--- src/rtl/cfg_hdr_pkg.sv ---
package cfg_hdr_pkg;

  localparam int NUM_BAR   = 6;
  localparam int DW        = 32;
  localparam int OFF_W     = 8;
  localparam int SIZE_W    = 3;
  localparam int HDR_BYTES = 64;
  localparam int HDR_AW    = $clog2(HDR_BYTES);

  // header offsets that software decodes
  localparam logic [OFF_W-1:0] OFF_CMD      = 8'h04;
  localparam logic [OFF_W-1:0] OFF_STATUS   = 8'h06;
  localparam logic [OFF_W-1:0] OFF_REV      = 8'h08;
  localparam logic [OFF_W-1:0] OFF_CLASS    = 8'h0B;
  localparam logic [OFF_W-1:0] OFF_CLS      = 8'h0C;
  localparam logic [OFF_W-1:0] OFF_LAT      = 8'h0D;
  localparam logic [OFF_W-1:0] OFF_BAR0     = 8'h10;
  localparam logic [OFF_W-1:0] OFF_ROM      = 8'h30;
  localparam logic [OFF_W-1:0] OFF_INT_LINE = 8'h3C;
  localparam logic [OFF_W-1:0] OFF_INT_PIN  = 8'h3D;
  localparam logic [OFF_W-1:0] OFF_MIN_GNT  = 8'h3E;
  localparam logic [OFF_W-1:0] OFF_MAX_LAT  = 8'h3F;

  typedef logic [NUM_BAR-1:0][DW-1:0] bar_vec_t;

  // low bits of a BAR that hold its type and never take written data
  function automatic logic [DW-1:0] bar_type_mask(input logic [DW-1:0] cur);
    return cur[0] ? 32'h0000_0003 : 32'h0000_000F;
  endfunction

  // value a BAR presents after an all-ones probe
  function automatic logic [DW-1:0] bar_probe_value(input logic [DW-1:0] size);
    return ~(size - 32'd1);
  endfunction

  function automatic logic [DW-1:0] rom_store_value(input logic [DW-1:0] wd);
    return (wd == 32'hFFFF_FFFE) ? 32'hFFFF_FFFF : wd;
  endfunction

  function automatic logic size_legal(input logic [SIZE_W-1:0] sz);
    return (sz == 3'd1) || (sz == 3'd2) || (sz == 3'd4);
  endfunction

  function automatic logic pow2_or_zero(input logic [DW-1:0] v);
    return (v & (v - 32'd1)) == '0;
  endfunction

endpackage

--- src/rtl/cfg_port_seq.sv ---
module cfg_port_seq
  import cfg_hdr_pkg::*;
#(
  parameter int CFG_DELAY = 2
) (
  input  logic              clk,
  input  logic              rst_n,
  input  logic              req_valid,
  input  logic              req_write,
  input  logic [OFF_W-1:0]  req_offset,
  input  logic [SIZE_W-1:0] req_size,
  input  logic [DW-1:0]     req_wdata,
  output logic              req_ready,
  output logic              commit,
  output logic              lat_write,
  output logic [OFF_W-1:0]  lat_offset,
  output logic [SIZE_W-1:0] lat_size,
  output logic [DW-1:0]     lat_wdata
);

  localparam int CNT_W = (CFG_DELAY < 2) ? 1 : $clog2(CFG_DELAY + 1);

  if (CFG_DELAY < 1) begin : g_bad_delay
    $error("cfg_port_seq: CFG_DELAY must be at least 1");
  end

  logic             busy_q;
  logic [CNT_W-1:0] cnt_q;
  logic             accept;

  assign req_ready = !busy_q;
  assign accept    = req_valid && !busy_q;
  assign commit    = busy_q && (cnt_q == '0);

  always_ff @(posedge clk) begin
    if (!rst_n) begin
      busy_q     <= 1'b0;
      cnt_q      <= '0;
      lat_write  <= 1'b0;
      lat_offset <= '0;
      lat_size   <= '0;
      lat_wdata  <= '0;
    end else if (accept) begin
      busy_q     <= 1'b1;
      cnt_q      <= CNT_W'(CFG_DELAY - 1);
      lat_write  <= req_write;
      lat_offset <= req_offset;
      lat_size   <= req_size;
      lat_wdata  <= req_wdata;
    end else if (busy_q) begin
      if (cnt_q == '0) busy_q <= 1'b0;
      else             cnt_q  <= cnt_q - 1'b1;
    end
  end

endmodule

--- src/rtl/cfg_bar_slot.sv ---
module cfg_bar_slot
  import cfg_hdr_pkg::*;
#(
  parameter logic [DW-1:0] SIZE    = 32'h0000_1000,
  parameter logic [DW-1:0] INIT    = 32'h0000_0000,
  parameter logic [DW-1:0] IO_WIN  = 32'h8000_0000,
  parameter logic [DW-1:0] MEM_WIN = 32'h4000_0000
) (
  input  logic          clk,
  input  logic          rst_n,
  input  logic          wr_en,
  input  logic [DW-1:0] wdata,
  output logic [DW-1:0] bar_q,
  output logic [DW-1:0] base_q,
  output logic          rng_pulse
);

  if (!pow2_or_zero(SIZE)) begin : g_bad_size
    $error("cfg_bar_slot: BAR size must be zero or a power of two");
  end

  logic [DW-1:0] type_mask;
  logic          is_probe;
  logic [DW-1:0] new_val;
  logic [DW-1:0] addr_bits;
  logic          take_base;

  assign type_mask = bar_type_mask(bar_q);
  assign is_probe  = (wdata == '1);
  assign new_val   = is_probe ? bar_probe_value(SIZE) : wdata;
  assign addr_bits = new_val & ~type_mask;
  assign take_base = !is_probe && (addr_bits != '0);

  always_ff @(posedge clk) begin
    if (!rst_n) begin
      bar_q     <= INIT;
      base_q    <= '0;
      rng_pulse <= 1'b0;
    end else begin
      rng_pulse <= wr_en && take_base;
      if (wr_en) begin
        bar_q <= addr_bits | (bar_q & type_mask);
        if (take_base) base_q <= addr_bits + (bar_q[0] ? IO_WIN : MEM_WIN);
      end
    end
  end

endmodule

--- src/rtl/cfg_hdr_regs.sv ---
module cfg_hdr_regs
  import cfg_hdr_pkg::*;
#(
  parameter int             CFG_DELAY     = 2,
  parameter logic [15:0]    VENDOR_ID     = 16'h1D0F,
  parameter logic [15:0]    DEVICE_ID     = 16'h0042,
  parameter logic [7:0]     REVISION      = 8'h03,
  parameter logic [7:0]     PROG_IF       = 8'h00,
  parameter logic [7:0]     SUB_CLASS     = 8'h00,
  parameter logic [7:0]     CLASS_CODE    = 8'h02,
  parameter logic [7:0]     HEADER_TYPE   = 8'h00,
  parameter logic [7:0]     BIST_VAL      = 8'h00,
  parameter logic [15:0]    CMD_INIT      = 16'h0000,
  parameter logic [15:0]    STATUS_INIT   = 16'h0010,
  parameter logic [7:0]     CLS_INIT      = 8'h00,
  parameter logic [7:0]     LAT_INIT      = 8'h00,
  parameter logic [DW-1:0]  CIS_PTR       = 32'h0000_0000,
  parameter logic [15:0]    SUBSYS_VENDOR = 16'h1D0F,
  parameter logic [15:0]    SUBSYS_ID     = 16'h0001,
  parameter logic [DW-1:0]  ROM_INIT      = 32'h0000_0000,
  parameter logic [7:0]     INT_LINE_INIT = 8'h0B,
  parameter logic [7:0]     INT_PIN       = 8'h01,
  parameter logic [7:0]     MIN_GNT       = 8'h04,
  parameter logic [7:0]     MAX_LAT       = 8'h10,
  parameter bar_vec_t       BAR_SIZE      = {32'h0000_0010, 32'h0, 32'h0010_0000,
                                             32'h0, 32'h0000_1000, 32'h0000_0100},
  parameter bar_vec_t       BAR_INIT      = {32'h0, 32'h0, 32'h0000_0008,
                                             32'h0, 32'h0, 32'h0000_0001},
  parameter logic [DW-1:0]  IO_WINDOW     = 32'h8000_0000,
  parameter logic [DW-1:0]  MEM_WINDOW    = 32'h4000_0000
) (
  input  logic                  clk,
  input  logic                  rst_n,
  input  logic                  req_valid,
  output logic                  req_ready,
  input  logic                  req_write,
  input  logic [OFF_W-1:0]      req_offset,
  input  logic [SIZE_W-1:0]     req_size,
  input  logic [DW-1:0]         req_wdata,
  output logic                  rsp_valid,
  output logic                  rsp_err,
  output logic [DW-1:0]         rsp_rdata,
  output logic                  wr_err,
  output logic                  range_chg,
  output logic [NUM_BAR*DW-1:0] bar_base
);

  // ---------------- access sequencing
  logic              commit;
  logic              lat_write;
  logic [OFF_W-1:0]  lat_offset;
  logic [SIZE_W-1:0] lat_size;
  logic [DW-1:0]     lat_wdata;

  cfg_port_seq #(.CFG_DELAY(CFG_DELAY)) u_seq (
    .clk        (clk),
    .rst_n      (rst_n),
    .req_valid  (req_valid),
    .req_write  (req_write),
    .req_offset (req_offset),
    .req_size   (req_size),
    .req_wdata  (req_wdata),
    .req_ready  (req_ready),
    .commit     (commit),
    .lat_write  (lat_write),
    .lat_offset (lat_offset),
    .lat_size   (lat_size),
    .lat_wdata  (lat_wdata)
  );

  // ---------------- decode of the latched request
  logic               bad_acc;
  logic               byte_rw, byte_ro, half_ok, word_cmd, rom_hit, wr_ok, do_wr;
  logic [NUM_BAR-1:0] bar_hit;

  assign bad_acc  = (lat_offset >= OFF_W'(HDR_BYTES)) || !size_legal(lat_size);
  assign byte_rw  = (lat_size == 3'd1) &&
                    ((lat_offset == OFF_INT_LINE) || (lat_offset == OFF_CLS) ||
                     (lat_offset == OFF_LAT));
  assign byte_ro  = (lat_size == 3'd1) &&
                    ((lat_offset == OFF_INT_PIN) || (lat_offset == OFF_MIN_GNT) ||
                     (lat_offset == OFF_MAX_LAT) || (lat_offset == OFF_CLASS) ||
                     (lat_offset == OFF_REV));
  assign half_ok  = (lat_size == 3'd2) &&
                    ((lat_offset == OFF_CMD) || (lat_offset == OFF_STATUS));
  assign word_cmd = (lat_size == 3'd4) && (lat_offset == OFF_CMD);
  assign rom_hit  = (lat_size == 3'd4) && (lat_offset == OFF_ROM);

  always_comb begin
    for (int k = 0; k < NUM_BAR; k++)
      bar_hit[k] = (lat_size == 3'd4) && (lat_offset == OFF_BAR0 + OFF_W'(4 * k));
  end

  assign wr_ok = byte_rw || byte_ro || half_ok || word_cmd || rom_hit || (|bar_hit);
  assign do_wr = commit && lat_write && !bad_acc;

  // ---------------- writable scalar registers
  logic [15:0]   cmd_q, status_q;
  logic [7:0]    cls_q, lat_q, int_line_q;
  logic [DW-1:0] rom_q;

  always_ff @(posedge clk) begin
    if (!rst_n) begin
      cmd_q      <= CMD_INIT;
      status_q   <= STATUS_INIT;
      cls_q      <= CLS_INIT;
      lat_q      <= LAT_INIT;
      int_line_q <= INT_LINE_INIT;
      rom_q      <= ROM_INIT;
    end else if (do_wr) begin
      if (byte_rw) begin
        case (lat_offset)
          OFF_INT_LINE: int_line_q <= lat_wdata[7:0];
          OFF_CLS:      cls_q      <= lat_wdata[7:0];
          default:      lat_q      <= lat_wdata[7:0];
        endcase
      end
      if (half_ok) begin
        if (lat_offset == OFF_CMD) cmd_q    <= lat_wdata[15:0];
        else                       status_q <= lat_wdata[15:0];
      end
      if (word_cmd) cmd_q <= lat_wdata[15:0];
      if (rom_hit)  rom_q <= rom_store_value(lat_wdata);
    end
  end

  // ---------------- base address registers
  bar_vec_t               bar_q;
  bar_vec_t               base_q;
  logic [NUM_BAR-1:0]     rng_pulse;
  logic [2*NUM_BAR-1:0]   bar_type_bits;

  for (genvar k = 0; k < NUM_BAR; k++) begin : g_bar
    cfg_bar_slot #(
      .SIZE    (BAR_SIZE[k]),
      .INIT    (BAR_INIT[k]),
      .IO_WIN  (IO_WINDOW),
      .MEM_WIN (MEM_WINDOW)
    ) u_slot (
      .clk       (clk),
      .rst_n     (rst_n),
      .wr_en     (do_wr && bar_hit[k]),
      .wdata     (lat_wdata),
      .bar_q     (bar_q[k]),
      .base_q    (base_q[k]),
      .rng_pulse (rng_pulse[k])
    );
    assign bar_base[DW*k +: DW]     = base_q[k];
    assign bar_type_bits[2*k +: 2]  = bar_q[k][1:0];
  end

  // ---------------- header image and read path
  logic [HDR_BYTES-1:0][7:0] img;
  logic [DW-1:0]             rd_word;

  always_comb begin
    img = '0;
    {img[1],  img[0]}  = VENDOR_ID;
    {img[3],  img[2]}  = DEVICE_ID;
    {img[5],  img[4]}  = cmd_q;
    {img[7],  img[6]}  = status_q;
    img[8]  = REVISION;
    img[9]  = PROG_IF;
    img[10] = SUB_CLASS;
    img[11] = CLASS_CODE;
    img[12] = cls_q;
    img[13] = lat_q;
    img[14] = HEADER_TYPE;
    img[15] = BIST_VAL;
    for (int k = 0; k < NUM_BAR; k++)
      for (int j = 0; j < 4; j++)
        img[16 + 4 * k + j] = bar_q[k][8 * j +: 8];
    {img[43], img[42], img[41], img[40]} = CIS_PTR;
    {img[45], img[44]} = SUBSYS_VENDOR;
    {img[47], img[46]} = SUBSYS_ID;
    {img[51], img[50], img[49], img[48]} = rom_q;
    img[60] = int_line_q;
    img[61] = INT_PIN;
    img[62] = MIN_GNT;
    img[63] = MAX_LAT;
  end

  always_comb begin
    rd_word = '0;
    for (int j = 0; j < 4; j++) begin
      logic [OFF_W:0] idx;
      idx = {1'b0, lat_offset} + (OFF_W+1)'(j);
      if ((SIZE_W'(j) < lat_size) && (idx < (OFF_W+1)'(HDR_BYTES)))
        rd_word[8 * j +: 8] = img[idx[HDR_AW-1:0]];
    end
  end

  // ---------------- response
  always_ff @(posedge clk) begin
    if (!rst_n) begin
      rsp_valid <= 1'b0;
      rsp_err   <= 1'b0;
      rsp_rdata <= '0;
      wr_err    <= 1'b0;
    end else begin
      rsp_valid <= commit;
      rsp_err   <= commit && bad_acc;
      rsp_rdata <= (commit && !lat_write && !bad_acc) ? rd_word : '0;
      wr_err    <= do_wr && !wr_ok;
    end
  end

  assign range_chg = |rng_pulse;

endmodule

--- config.mk ---
export PLATFORM = sky130hd
export DESIGN_NAME = cfg_hdr_regs
export DESIGN_NICKNAME = d
export VERILOG_FILES = /design/src/rtl/cfg_hdr_pkg.sv /design/src/rtl/cfg_port_seq.sv /design/src/rtl/cfg_bar_slot.sv /design/src/rtl/cfg_hdr_regs.sv
export SDC_FILE = /design/constraint.sdc
export NUM_CORES = 1
export LEC_CHECK = 0
export CORE_ASPECT_RATIO = 2
export CORE_UTILIZATION = 55
export DETAILED_ROUTE_END_ITERATION = 10
export GPL_TIMING_DRIVEN = 0
export PLACE_DENSITY = 0.77
export SLEW_MARGIN = 10
export SYNTH_ARGS = -nofsm -noshare
export SYNTH_HDL_FRONTEND = slang
export SYNTH_SLANG_ARGS = --single-unit
--- constraint.sdc ---
create_clock -name clk -period 6.3 [get_ports clk]
set_clock_uncertainty 0.1 [all_clocks]
set_input_delay 0.63 -clock clk [delete_from_list [all_inputs] [get_ports clk]]
set_output_delay 0.63 -clock clk [all_outputs]
set_load 0.02 [all_outputs]
==> impl_metrics.py, run 1 <==
metrics = {
    "synthesis": {
        "synth_ff_type": "dfxtp_1",
        "synth_area_mm2": 0.02811,
        "synth_area_per_cell_um2": 8.652,
        "synth-seq-area-share_pct": 36.75,
        "ys_async_sr_fraction_pct": 0,
        "ys_warn_count": 0,
        "synth_edf_count": 0,
        "synthCells": 3249,
        "synth_cell_type_count": 87,
        "synth_seq_cells": 516,
    },
    "placed_design": {
        "place_area_mm2": 0.03157,
        "gp_congestion": 1.358,
        "io_buffers": 252,
        "dp_hpwl_um": 130500,
    },
    "clocking": {
        "clockBufferDepth": 3,
        "cts.htree.levels": 2,
        "cts_resized": 0,
        "numCtsBuffers": 43,
        "root_buffer": "clkbuf_16",
        "post_cts_buffers": 0,
        "cts_hold_buf": 0,
        "cts.sinks": 516,
    },
    "global_routing": {
        "grt_start_max_net_pins": 20,
        "grt-ovfl-total": 1143,
        "grt_pass1_wl_um": 309600,
        "grt_usage_pct": 80.55,
        "grt_pass1_vias": 36320,
    },
    "die": {
        "core.rowCount": 116,
        "die_height_um": 321.7,
        "initial_utilization_pct": 55.98,
        "die_w_um": 161.9,
        "io_pins": 276,
    },
    "run_status": {
        "status": "aborted with a tool error",
        "lastStage": "5_1_grt",
        "error_line": "[ERROR GRT-0116] Global routing finished with congestion. Check the congestion regions in the DRC Viewer.",
    },
}
[metal layers]
layer  global-route usage, %  GRT overflow
met1                   77.30             9
met4                   84.17           421
met3                   64.20            11
met5                   25.73             1
met2                   100.2           701
[Yosys cell counts (40+ instances only)]
| master | instances | area [um^2] |
|---|---|---|
| a21oi_1 | 417 | 2087 |
| nand2_1 | 744 | 2793 |
| mux2i_1 | 209 | 2092 |
| nor3_1 | 40 | 200.2 |
| o22ai_1 | 48 | 300.3 |
| mux4_2 | 157 | 3536 |
| buf_2 | 94 | 470.5 |
| buf_4 | 57 | 427.9 |
| o21ai_0 | 81 | 405.4 |
| nand3_1 | 111 | 555.5 |
| clkbuf_1 | 157 | 589.3 |
| dfxtp_1 | 516 | 10330 |
| nor2_1 | 166 | 623.1 |
[stage by stage]
stage	utilization [%]	setup WS, ns	hold slack (ns)	cells
after floorplan	-	2.858	0.3516	3270
after global placement	62.78	0.4709	0.3401	4171
after detailed placement	62.86	0.5737	0.3482	4173
after CTS	65.83	0.5380	0.3575	4251
[cells by family after synthesis]
logic type	after synthesis	share of synthesized area, %
buffers and inverters	360	6.529
other	1	0.01334
DFF	516	36.75
AOI/OAI and AO/OA	747	15.85
muxes	395	21.18
xor gates and xnor gates	19	0.6854
adders and majority gates	16	0.7121
and+or+nand+nor	1195	18.28
==> inputs of run 2 (changes only) <==
--- a/config.mk
+++ b/config.mk
@@ -5,11 +5,10 @@
 export SDC_FILE = /design/constraint.sdc
 export NUM_CORES = 1
 export LEC_CHECK = 0
-export CORE_ASPECT_RATIO = 2
-export CORE_UTILIZATION = 55
+export CORE_UTILIZATION = 40
 export DETAILED_ROUTE_END_ITERATION = 10
 export GPL_TIMING_DRIVEN = 0
-export PLACE_DENSITY = 0.77
+export PLACE_DENSITY_LB_ADDON = 0.15
 export SLEW_MARGIN = 10
 export SYNTH_ARGS = -nofsm -noshare
 export SYNTH_HDL_FRONTEND = slang
==> impl_metrics.py, run 2 <==
metrics = {
    "synthesis": {
        "synth-seq-area-share_pct": 36.75,
        "synth_area_per_cell_um2": 8.652,
        "muxShareOfSynthArea_pct": 21.18,
        "synth_edf_count": 0,
        "synth_ff_type": "dfxtp_1",
        "yosysMostFrequentCell": "nand2_1",
        "post_synth_fa_ha_maj_area_fraction_pct": 0.7121,
        "synth_seq_cells": 516,
        "synth-simple-area-share_pct": 18.28,
        "synth_area_mm2": 0.02811,
        "synthXorXnorAreaFrac_pct": 0.6854,
        "synthTopCellsByArea": "dfxtp_1 37%, mux4_2 13%, nand2_1 9.9%",
        "synth_common_cells": "744 x nand2_1, 516 x dfxtp_1, 417 x a21oi_1",
        "ys_async_sr_fraction_pct": 0,
        "synth_cell_type_count": 87,
        "synth.top_cell.area_share_pct": 36.75,
        "synth-compound-area-share_pct": 15.85,
        "ys_warn_count": 0,
        "synth_area_leader_cell": "dfxtp_1",
        "synthCells": 3249,
        "synth_top_family_by_area": "multiplexers",
    },
    "clocking": {
        "numCtsBuffers": 55,
        "root_buffer": "clkbuf_16",
        "insertion_delay_ns": 0.67,
        "cts.htree.levels": 2,
        "path_clk_slew_ns": 0.07,
        "clockBufferDepth": 3,
        "cts_tree": "yes",
        "cts.sinks": 516,
        "cts_hold_buf": 0,
    },
    "timing": {
        "layout_worst_path_cycle_share_pct": 101.9,
        "timing.final.ws_setup_ns": -0.1181,
        "setup-tns-final_ns": -0.2200,
        "tightestPinTransition_ns": 1.511,
        "hold_viol_final": 0,
        "fmax_mhz": 155.8,
        "setup_viol": 4,
        "rsz0062_at_grt": "false",
        "maxSlewViolCount": 11,
        "period_needed_ns": 6.418,
        "slew_headroom_pct": -0.7107,
    },
    "power": {
        "leakage_uw": 0.01115,
        "powerDensity_mw_per_mm2": 233.8,
        "irDropWorstVdd_mv": 0.2441,
    },
    "die": {
        "die_w_um": 267.1,
        "die_area_mm2": 0.07135,
        "core_area_mm2": 0.06907,
        "die_height_um": 267.1,
        "core.rowCount": 96,
        "initial_utilization_pct": 40.70,
        "io_pins": 276,
    },
    "global_routing": {
        "grt_start_max_net_pins": 17,
        "grt_usage_pct": 48.99,
        "grt_pass1_vias": 28100,
        "grt-ovfl-total": 0,
        "antenna_found_initial": 19,
        "grt_pass1_wl_um": 236800,
    },
    "cells_and_area": {
        "utilization_pct": 48.89,
        "final_cell_mix": "744 x nand2_1, 515 x dfxtp_1, 417 x a21oi_1, 252 x clkdlybuf4s50_1, 209 x mux2i_1",
        "drive_above_1_share_pct": 13.50,
        "reg_top3": "g_bar.u_slot.bar_q (170), g_bar.u_slot.base_q (170)",
        "nNetsFinal": 3645,
        "final_common_cell": "nand2_1",
        "area_growth_pct": 20.12,
        "fin_cells": 4558,
    },
    "placed_design": {
        "gp_congestion": 1.136,
        "placed_cells": 4456,
        "io_buffers": 252,
        "dp_hpwl_um": 133600,
    },
    "run": {
        "maxCapViolations": 1,
    },
    "hold_path": {
        "holdCritPathClass": "reg -> reg",
    },
    "routing": {
        "num_vias": 30400,
        "drt_pre_antenna_iters": 6,
        "totalWireLength_um": 177600,
        "ant_nets": 0,
        "drtIter0Drc": 5065,
        "wl_per_cell_um": 38.96,
        "viasPerCell": 6.668,
        "drcViolationCount": 0,
    },
    "critical_path": {
        "crit_type": "reg -> reg",
        "cp-start-kind": "register",
        "worstPathArrival_ns": 6.87,
        "end_kind": "register",
        "crit_required_ns": 6.75,
        "critical_path_peak_fanout": 14,
    },
    "run_status": {
        "status": "complete, but fails checks",
        "failed_checks": "max-capacitance violations, max-slew violations, negative setup slack",
    },
}
[run 2: cell counts after synthesis]
Identical to the previous run, type by type.
[run 2: cells by family after synthesis]
family / Yosys count
AND/OR/NAND/NOR: 1195
AO/OA/AOI/OAI: 747
flip-flops: 516
multiplexers: 395
buffers and inverters: 360
XOR/XNOR: 19
adder cells (fa/ha/maj): 16
other: 1
[run 2: timing repair]
item / in CTS / in global routing
setup buffers: 0 / 0
setup endpoints to repair: 0 / 1
gates resized for setup: 0 / 1
hold endpoints to repair: 0 / 0
[run 2: worst paths after layout]
| kind | start | end | slack, ns | cells past startpoint |
|---|---|---|---|---|
| setup / recovery | u_seq.lat_offset[1]$_SDFFE_PN0P_ | rsp_rdata[17]$_SDFF_PN0_ | -0.12 | 12 |
| hold / removal | g_bar[0].u_slot.base_q[17]$_SDFFE_PN0P_ | g_bar[0].u_slot.base_q[17]$_SDFFE_PN0P_ | 0.35 | 2 |
| setup reg to reg | u_seq.lat_offset[1]$_SDFFE_PN0P_ | rsp_rdata[17]$_SDFF_PN0_ | -0.12 | 12 |
| hold reg to reg | g_bar[0].u_slot.base_q[17]$_SDFFE_PN0P_ | g_bar[0].u_slot.base_q[17]$_SDFFE_PN0P_ | 0.35 | 2 |
[run 2: layout make-up]
cell class | instances | area [um^2]
multi-input combinational | 2394 | 16060
sequential | 516 | 10330
antenna | 6 | 15.01
clock buffer | 80 | 1570
inverter | 18 | 67.56
clock inverter | 16 | 224.0
timing repair buffer | 255 | 2552
buffer | 342 | 1784
fill | 6744 | 35300
tap | 931 | 1165
[run 2: report_power, final]
part,internal [uW],switching (uW),leakage (uW)
sequential,3280,35.1,0.00416
combinational,301,952,0.00610
clock,1890,1440,0.000885
[run 2: layer usage]
metal | track usage (%) | vias up | wire length [um]
met5 | 0.1386 | - | 127
met1 | 58.73 | 14710 | 63410
li1 | - | 12300 | -
met3 | 19.23 | 697 | 25030
met2 | 69.86 | 2658 | 71950
met4 | 38.09 | 24 | 17080
[run 2: stage by stage]
step | setup slack [ns] | cell area (um^2) | power (uW) | hold slack [ns]
final | -0.1181 | 33770 | 7895 | 0.3513
after global routing | 0.06534 | 33760 | 7984 | 0.3680
after CTS | 0.2051 | 33750 | 7786 | 0.3508
after detailed placement | 0.2372 | 31960 | 4544 | 0.3439
after global placement | 0.08412 | 31880 | 4554 | 0.3375
after floorplan | 2.858 | 28190 | 3974 | 0.3516
[run 2: critical path, stage by stage, from the launching register on]
cell      delay [ns]
dfxtp_1         0.74
buf_2           0.38
buf_4           0.34
inv_2           0.19
clkbuf_1        0.55
ha_1            0.61
buf_2           0.43
buf_2           0.49
clkbuf_1        0.84
a211oi_1        0.13
a311oi_1        0.76
a311oi_1        0.27
a211oi_1        0.42
Power figures use the tool's default switching activity.
